$ cat config.mk
export PLATFORM = sky130hd
export DESIGN_NAME = mesi_line_coherence
export DESIGN_NICKNAME = d
export VERILOG_FILES = /design/src/rtl/mesi_line_pkg.sv /design/src/rtl/mesi_msg_delay.sv /design/src/rtl/mesi_line_ctrl.sv /design/src/rtl/mesi_line_datapath.sv /design/src/rtl/mesi_line_coherence.sv
export SDC_FILE = /design/constraint.sdc
export NUM_CORES = 1
export LEC_CHECK = 0
export ABC_AREA = 1
export BUFFER_PORTS_ARGS = -buffer_cell sky130_fd_sc_hd__buf_2
export CAP_MARGIN = 5
export CORE_ASPECT_RATIO = 0.75
export CORE_UTILIZATION = 40
export DETAILED_ROUTE_END_ITERATION = 8
export PLACE_DENSITY = 0.67
export SLEW_MARGIN = 10
export SYNTH_ARGS = -nofsm -noshare
export SYNTH_HDL_FRONTEND = slang
export SYNTH_HIERARCHICAL = 1
export SYNTH_SLANG_ARGS = --single-unit
$ cat constraint.sdc
create_clock -name clk -period 3.1 [get_ports clk]
set_input_delay 0.775 -clock clk [delete_from_list [all_inputs] [get_ports clk]]
set_output_delay 0.775 -clock clk [all_outputs]
set_load 0.01 [all_outputs]
$ cat src/rtl/mesi_line_pkg.sv
package mesi_line_pkg;

  typedef enum logic [2:0] {
    LS_I, LS_S, LS_E, LS_M, LS_IS, LS_IFS, LS_IM, LS_SM
  } lineState_t;

  typedef enum logic [1:0] {
    OP_LOAD, OP_IFETCH, OP_STORE, OP_REPL
  } cpuOp_t;

  localparam logic [3:0] NK_INV   = 4'd0;
  localparam logic [3:0] NK_FGETS = 4'd1;
  localparam logic [3:0] NK_FGETX = 4'd2;
  localparam logic [3:0] NK_FGETI = 4'd3;
  localparam logic [3:0] NK_DATA  = 4'd4;
  localparam logic [3:0] NK_DEXCL = 4'd5;
  localparam logic [3:0] NK_ACK   = 4'd6;
  localparam logic [3:0] NK_WBACK = 4'd7;
  localparam logic [3:0] NK_FUPG  = 4'd8;

  localparam logic [1:0] RQ_READ  = 2'd0;
  localparam logic [1:0] RQ_EXCL  = 2'd1;
  localparam logic [1:0] RQ_UPGR  = 2'd2;

  localparam logic [1:0] RS_ACK   = 2'd0;
  localparam logic [1:0] RS_DATA  = 2'd1;
  localparam logic [1:0] RS_WBACK = 2'd2;

  typedef struct packed {
    logic       wrState;
    lineState_t nextState;
    logic       setDirty;
    logic       clrDirty;
    logic       reqFire;
    logic [1:0] reqKind;
    logic       rspFire;
    logic [1:0] rspKind;
    logic       rspDirty;
    logic       doneFire;
    logic       doneMiss;
    logic       evictFire;
  } ctlStrobe_t;

  function automatic logic isTransient(lineState_t st);
    return (st == LS_IS) || (st == LS_IFS) || (st == LS_IM) || (st == LS_SM);
  endfunction

endpackage

$ cat src/rtl/mesi_msg_delay.sv
module mesi_msg_delay #(
  parameter int DEPTH = 2,
  parameter int W     = 4
) (
  input  logic         clk,
  input  logic         rstN,
  input  logic         inVld,
  input  logic [W-1:0] inDat,
  output logic         outVld,
  output logic [W-1:0] outDat
);
  logic [DEPTH-1:0]        vld;
  logic [DEPTH-1:0][W-1:0] dat;

  generate
    if (DEPTH == 1) begin : g_one
      always_ff @(posedge clk or negedge rstN) begin
        if (!rstN) begin
          vld <= '0;
          dat <= '0;
        end else begin
          vld <= inVld;
          dat <= inDat;
        end
      end
    end else begin : g_chain
      always_ff @(posedge clk or negedge rstN) begin
        if (!rstN) begin
          vld <= '0;
          dat <= '0;
        end else begin
          vld <= {vld[DEPTH-2:0], inVld};
          dat <= {dat[DEPTH-2:0], inDat};
        end
      end
    end
  endgenerate

  assign outVld = vld[DEPTH-1];
  assign outDat = dat[DEPTH-1];
endmodule

$ cat src/rtl/mesi_line_ctrl.sv
module mesi_line_ctrl
  import mesi_line_pkg::*;
#(
  parameter int LINE_W = 3
) (
  input  logic              clk,
  input  logic              rstN,
  input  logic              cpuValid,
  input  cpuOp_t            cpuOp,
  input  logic [LINE_W-1:0] cpuLine,
  input  logic              netValid,
  input  logic [3:0]        netKind,
  input  logic [LINE_W-1:0] netLine,
  input  lineState_t        selState,
  input  logic              selDirty,
  output logic [LINE_W-1:0] selLine,
  output logic              cpuReady,
  output ctlStrobe_t        strobe
);
  assign selLine  = netValid ? netLine : cpuLine;
  assign cpuReady = !netValid && !isTransient(selState);

  always_comb begin
    strobe           = '0;
    strobe.nextState = selState;
    if (netValid) begin
      unique case (netKind)
        NK_INV: begin
          strobe.rspFire = 1'b1;
          strobe.rspKind = RS_ACK;
          unique case (selState)
            LS_SM: begin
              strobe.wrState   = 1'b1;
              strobe.nextState = LS_IM;
            end
            LS_S, LS_E: begin
              strobe.wrState   = 1'b1;
              strobe.nextState = LS_I;
              strobe.clrDirty  = 1'b1;
              strobe.evictFire = 1'b1;
            end
            LS_M: begin
              strobe.rspKind   = RS_DATA;
              strobe.rspDirty  = selDirty;
              strobe.wrState   = 1'b1;
              strobe.nextState = LS_I;
              strobe.clrDirty  = 1'b1;
              strobe.evictFire = 1'b1;
            end
            default: ;
          endcase
        end
        NK_FGETX, NK_FUPG: begin
          if (selState == LS_E || selState == LS_M) begin
            strobe.rspFire   = 1'b1;
            strobe.rspKind   = (selState == LS_M) ? RS_DATA : RS_ACK;
            strobe.rspDirty  = (selState == LS_M) && selDirty;
            strobe.wrState   = 1'b1;
            strobe.nextState = LS_I;
            strobe.clrDirty  = 1'b1;
            strobe.evictFire = 1'b1;
          end
        end
        NK_FGETS, NK_FGETI: begin
          if (selState == LS_E || selState == LS_M) begin
            strobe.rspFire   = 1'b1;
            strobe.rspKind   = RS_DATA;
            strobe.rspDirty  = selDirty;
            strobe.wrState   = 1'b1;
            strobe.nextState = LS_S;
            strobe.clrDirty  = 1'b1;
          end
        end
        NK_DATA: begin
          if (selState == LS_IS || selState == LS_IFS) begin
            strobe.wrState   = 1'b1;
            strobe.nextState = LS_S;
            strobe.doneFire  = 1'b1;
            strobe.doneMiss  = 1'b1;
          end
        end
        NK_DEXCL: begin
          if (selState == LS_IS || selState == LS_IFS) begin
            strobe.wrState   = 1'b1;
            strobe.nextState = LS_E;
            strobe.doneFire  = 1'b1;
            strobe.doneMiss  = 1'b1;
          end else if (selState == LS_IM || selState == LS_SM) begin
            strobe.wrState   = 1'b1;
            strobe.nextState = LS_M;
            strobe.setDirty  = 1'b1;
            strobe.doneFire  = 1'b1;
            strobe.doneMiss  = 1'b1;
          end
        end
        default: ;
      endcase
    end else if (cpuValid && cpuReady) begin
      unique case (cpuOp)
        OP_LOAD, OP_IFETCH: begin
          if (selState == LS_I) begin
            strobe.reqFire   = 1'b1;
            strobe.reqKind   = RQ_READ;
            strobe.wrState   = 1'b1;
            strobe.nextState = (cpuOp == OP_IFETCH) ? LS_IFS : LS_IS;
          end else begin
            strobe.doneFire  = 1'b1;
          end
        end
        OP_STORE: begin
          unique case (selState)
            LS_I: begin
              strobe.reqFire   = 1'b1;
              strobe.reqKind   = RQ_EXCL;
              strobe.wrState   = 1'b1;
              strobe.nextState = LS_IM;
            end
            LS_S: begin
              strobe.reqFire   = 1'b1;
              strobe.reqKind   = RQ_UPGR;
              strobe.wrState   = 1'b1;
              strobe.nextState = LS_SM;
            end
            default: begin
              strobe.wrState   = 1'b1;
              strobe.nextState = LS_M;
              strobe.setDirty  = 1'b1;
              strobe.doneFire  = 1'b1;
            end
          endcase
        end
        OP_REPL: begin
          if (selState != LS_I) begin
            strobe.wrState   = 1'b1;
            strobe.nextState = LS_I;
            strobe.clrDirty  = 1'b1;
            strobe.evictFire = 1'b1;
            if (selState != LS_S) begin
              strobe.rspFire  = 1'b1;
              strobe.rspKind  = RS_WBACK;
              strobe.rspDirty = selDirty;
            end
          end
        end
        default: ;
      endcase
    end
  end

  p_one_msg_r3: assert property (@(posedge clk) disable iff (!rstN)
    !(strobe.reqFire && strobe.rspFire));
endmodule

$ cat src/rtl/mesi_line_datapath.sv
module mesi_line_datapath
  import mesi_line_pkg::*;
#(
  parameter int NUM_LINES = 8,
  parameter int LINE_W    = 3,
  parameter int REQ_DELAY = 2,
  parameter int RSP_DELAY = 2
) (
  input  logic              clk,
  input  logic              rstN,
  input  logic              evictEn,
  input  logic [LINE_W-1:0] selLine,
  input  ctlStrobe_t        strobe,
  output lineState_t        selState,
  output logic              selDirty,
  output logic              reqValid,
  output logic [1:0]        reqKind,
  output logic [LINE_W-1:0] reqLine,
  output logic              rspValid,
  output logic [1:0]        rspKind,
  output logic              rspDirty,
  output logic [LINE_W-1:0] rspLine,
  output logic              doneValid,
  output logic [LINE_W-1:0] doneLine,
  output logic              doneMiss,
  output logic              evictValid,
  output logic [LINE_W-1:0] evictLine
);
  localparam int REQ_W = 2 + LINE_W;
  localparam int RSP_W = 3 + LINE_W;

  lineState_t             lineState [NUM_LINES];
  logic [NUM_LINES-1:0]   lineDirty;

  assign selState = lineState[selLine];
  assign selDirty = lineDirty[selLine];

  always_ff @(posedge clk or negedge rstN) begin
    if (!rstN) begin
      for (int i = 0; i < NUM_LINES; i++) lineState[i] <= LS_I;
      lineDirty <= '0;
    end else if (strobe.wrState) begin
      lineState[selLine] <= strobe.nextState;
      if (strobe.setDirty)      lineDirty[selLine] <= 1'b1;
      else if (strobe.clrDirty) lineDirty[selLine] <= 1'b0;
    end
  end

  always_ff @(posedge clk or negedge rstN) begin
    if (!rstN) begin
      doneValid  <= 1'b0;
      doneLine   <= '0;
      doneMiss   <= 1'b0;
      evictValid <= 1'b0;
      evictLine  <= '0;
    end else begin
      doneValid  <= strobe.doneFire;
      doneLine   <= selLine;
      doneMiss   <= strobe.doneMiss;
      evictValid <= strobe.evictFire && evictEn;
      evictLine  <= selLine;
    end
  end

  logic [REQ_W-1:0] reqOut;
  logic [RSP_W-1:0] rspOut;

  mesi_msg_delay #(.DEPTH(REQ_DELAY), .W(REQ_W)) u_reqDelay (
    .clk(clk), .rstN(rstN),
    .inVld(strobe.reqFire), .inDat({strobe.reqKind, selLine}),
    .outVld(reqValid), .outDat(reqOut)
  );

  mesi_msg_delay #(.DEPTH(RSP_DELAY), .W(RSP_W)) u_rspDelay (
    .clk(clk), .rstN(rstN),
    .inVld(strobe.rspFire), .inDat({strobe.rspKind, strobe.rspDirty, selLine}),
    .outVld(rspValid), .outDat(rspOut)
  );

  assign reqKind  = reqOut[REQ_W-1 -: 2];
  assign reqLine  = reqOut[LINE_W-1:0];
  assign rspKind  = rspOut[RSP_W-1 -: 2];
  assign rspDirty = rspOut[LINE_W];
  assign rspLine  = rspOut[LINE_W-1:0];

  generate
    for (genvar g = 0; g < NUM_LINES; g++) begin : g_lineChk
      p_dirty_m_r5: assert property (@(posedge clk) disable iff (!rstN)
        lineDirty[g] |-> lineState[g] == LS_M);
    end
  endgenerate

  p_upgrade_s_r7: assert property (@(posedge clk) disable iff (!rstN)
    (strobe.reqFire && strobe.reqKind == RQ_UPGR) |-> selState == LS_S);

  p_fill_transient_r4: assert property (@(posedge clk) disable iff (!rstN)
    (strobe.doneFire && strobe.doneMiss) |-> isTransient(selState));

  p_hit_stable_r6: assert property (@(posedge clk) disable iff (!rstN)
    (strobe.doneFire && !strobe.doneMiss) |-> (!isTransient(selState) && selState != LS_I));

  p_evict_gate_r12: assert property (@(posedge clk) disable iff (!rstN)
    !evictEn |=> !evictValid);
endmodule

$ cat src/rtl/mesi_line_coherence.sv
module mesi_line_coherence
  import mesi_line_pkg::*;
#(
  parameter int NUM_LINES = 8,
  parameter int REQ_DELAY = 2,
  parameter int RSP_DELAY = 2,
  localparam int LINE_W   = $clog2(NUM_LINES)
) (
  input  logic              clk,
  input  logic              rstN,
  input  logic              evictEn,
  input  logic              cpuValid,
  input  logic [1:0]        cpuOp,
  input  logic [LINE_W-1:0] cpuLine,
  output logic              cpuReady,
  input  logic              netValid,
  input  logic [3:0]        netKind,
  input  logic [LINE_W-1:0] netLine,
  output logic              reqValid,
  output logic [1:0]        reqKind,
  output logic [LINE_W-1:0] reqLine,
  output logic              rspValid,
  output logic [1:0]        rspKind,
  output logic              rspDirty,
  output logic [LINE_W-1:0] rspLine,
  output logic              doneValid,
  output logic [LINE_W-1:0] doneLine,
  output logic              doneMiss,
  output logic              evictValid,
  output logic [LINE_W-1:0] evictLine
);
  lineState_t        selState;
  logic              selDirty;
  logic [LINE_W-1:0] selLine;
  ctlStrobe_t        strobe;

  mesi_line_ctrl #(.LINE_W(LINE_W)) u_ctrl (
    .clk(clk), .rstN(rstN),
    .cpuValid(cpuValid), .cpuOp(cpuOp_t'(cpuOp)), .cpuLine(cpuLine),
    .netValid(netValid), .netKind(netKind), .netLine(netLine),
    .selState(selState), .selDirty(selDirty),
    .selLine(selLine), .cpuReady(cpuReady), .strobe(strobe)
  );

  mesi_line_datapath #(
    .NUM_LINES(NUM_LINES), .LINE_W(LINE_W),
    .REQ_DELAY(REQ_DELAY), .RSP_DELAY(RSP_DELAY)
  ) u_dp (
    .clk(clk), .rstN(rstN), .evictEn(evictEn),
    .selLine(selLine), .strobe(strobe),
    .selState(selState), .selDirty(selDirty),
    .reqValid(reqValid), .reqKind(reqKind), .reqLine(reqLine),
    .rspValid(rspValid), .rspKind(rspKind), .rspDirty(rspDirty), .rspLine(rspLine),
    .doneValid(doneValid), .doneLine(doneLine), .doneMiss(doneMiss),
    .evictValid(evictValid), .evictLine(evictLine)
  );

  p_net_priority_r3: assert property (@(posedge clk) disable iff (!rstN)
    netValid |-> !cpuReady);
endmodule

==> results_dict.tcl <==
set metrics [dict create \
    outcome "complete, no violations" \
    cts_tree "yes" \
    drv_slew 0 \
    worstSetupPathType "input port to output pin" \
    core-area_mm2 0.00792 \
    cp-start-kind "input port" \
    hp-start "u_dp/u_reqDelay/dat[1]" \
    num_rows 28 \
    r2r-start "u_dp/lineState[20]" \
    avgSynthCellArea_um2 7.97 \
    die_w_um 107 \
    dieArea_mm2 0.00856 \
    synthFlopType "dfrtp_1" \
    cp_data_required_time_ps 2320 \
    grt_pass1_vias 2649 \
    critPathMaxFanout 14 \
    ys_seq_area_share_pct 48.9 \
    finalWorstSetupSlack_ps 162 \
    num_vias 2835 \
    portBuffers 39 \
    fin_nets 512 \
    viasPerCell 4.69 \
    cts_buffers 9 \
    grt_pass1_wl_mm 12.9 \
    antenna_found_initial 0 \
    netlist.area_leader.share_pct 48.9 \
    synthTopCellsByArea "dfrtp_1 (49%), nand2_1 (21%), o21ai_0 (5.5%), buf_4 (4.4%), inv_1 (2.6%)" \
    dr.first_iter.drc_count 214 \
    finalSetupTns_ps 0 \
    yosys.area.top_type "dfrtp_1" \
    fin_util_pct 51.7 \
    clk_latency_ps 350 \
    ctsHtreeMaxLevel 3 \
    skew_ps 13.5 \
    syn-num-nets 428 \
    final_cell_mix "nand2_1 (179), dfrtp_1 (64), buf_4 (55)" \
    drtAntennaViolNets 0 \
    crit_arrival_ps 2160 \
    yosysUniqueCellTypes 26 \
    synth_edf_count 0 \
    worst_slew_margin_rel_pct 45.9 \
    drc_errors 0 \
    io_pins 40 \
    synthArstFlopShare_pct 100 \
    wirelength_mm 7.71 \
    post_drt_wl_per_cell_um 12.8 \
    clk_pin_slew_ps 70 \
    grt_max_degree 65 \
    cts_root_buffer "clkbuf_8" \
    hold_viol_final 0 \
    maxCapViolCount 0 \
    cts_sinks 64 \
    initial_utilization_pct 41.4 \
    diodes 0 \
    min_period_over_period_pct 94.8 \
    power_density_mw_per_mm2 633 \
    drt_pass1_iterations 4 \
    whs_ps 343 \
    syn2layout_area_growth_pct 24.9 \
    cts_hold_buf 0 \
    gp_congestion 0.866 \
    dp_hpwl_mm 5.65 \
    die_y_um 80.4 \
    cp-startpoint "netValid" \
    layout_commonest_cell "nand2_1" \
    period_needed_ps 2940 \
    power_leakage_nw 2.23 \
    cts_max_path_buffers 2 \
    cp-end-kind "output pin" \
    ys_ff_latch 64 \
    ys_warn_count 6 \
    fmax_mhz 340 \
    syn-instance-count 411 \
    drive_gt1_share_pct 28.1 \
    fillCellCount 752 \
    post-place-ws_ps -293 \
    seq_area_mm2 0.00160 \
    syn-cell-area_mm2 0.00328 \
    min_path_type "flip-flop to flip-flop" \
    grt_usage_pct 20.0 \
    multi_input_area_mm2 0.00137 \
    setup_viol 0 \
    worstMarginPinSlew_ps 811 \
    grt_overflow 0 \
    peakVddDrop_mv 0.283 \
]
==> stage by stage <==
| step | area (um^2) | cells | total power, mW |
|---|---|---|---|
| floorplan | 3280 | 411 | 1.56 |
| global placement | 3840 | 584 | 1.92 |
| detailed placement | 3840 | 584 | 1.93 |
| CTS | 4010 | 599 | 2.58 |
| global route | 4090 | 604 | 2.77 |
| finish | 4090 | 604 | 2.59 |
==> report_power, final <==
group | switching (mW) | internal, mW
Sequential | 0.0718 | 0.983
Clock | 0.333 | 0.305
Combinational | 0.512 | 0.389
==> cells by family after synthesis <==
family | count (synthesis) | share of synthesized area (%)
simple gates | 240 | 32.8
compound gates | 53 | 8.44
flops | 64 | 48.9
buf+inv | 54 | 9.89
==> area by class of cell <==
type / instances / area share (%)
inverters: 29 / 2.96
repair buffers: 98 / 17.1
clock buffers: 10 / 3.36
flip-flops and latches: 64 / 39.1
well taps: 105 / 3.21
clock inverters: 5 / 0.825
multi-input cells: 293 / 33.4
==> Yosys cell counts (2+ instances only) <==
cell,number
o21ai_0,36
nand2_2,3
nand3_2,2
o21ai_1,9
dfrtp_1,64
inv_2,3
buf_4,19
o211ai_1,2
nand3_4,3
nor2_4,4
buf_6,6
nor2_1,23
nand3_1,11
a21oi_1,5
inv_1,23
inv_4,2
nand4_1,7
nand2_1,181
==> worst paths after layout <==
kind                            slack, ps  cells past startpoint                        end
worst min-delay path                  340                      0  u_dp/u_reqDelay/outDat[1]
min in group asynchronous             590                      2  u_dp/u_rspDelay/outDat[4]
worst max-delay path                  160                     16                   cpuReady
worst min register to register        340                      0  u_dp/u_reqDelay/outDat[1]
max in group asynchronous            1960                      2          u_dp/lineState[3]
worst max register to register        900                     16                  flip-flop
==> per-layer routing <==
layer	up-vias	wire length [um]	share of wire, %	track usage (%)
li1	1452	-	-	-
met1	1294	3950	51	29.0
met5	-	0	0	0
met4	0	85	1.1	6.71
met2	84	3170	41	28.4
met3	5	503	6.5	5.84
==> worst max-delay path: stages <==
cell and delay (ps):
buf_4 140, inv_4 60, nand2_1 60, nand2_2 100, buf_12 140, inv_8 50, nand2_1 60, nand2_1 50
nand2_1 50, nand2_1 50, nand2_1 60, nand2_2 80, buf_6 140, buf_4 130, nor2_1 80, buf_2 130
==> repair_timing <==
action / CTS / global route
endpoints found under the setup margin: 1 / 11
setup buffers: 0 / 4
gates cloned: 0 / 1
resized for setup: 1 / 12
pin swaps: 0 / 3
Power figures use the tool's default switching activity.
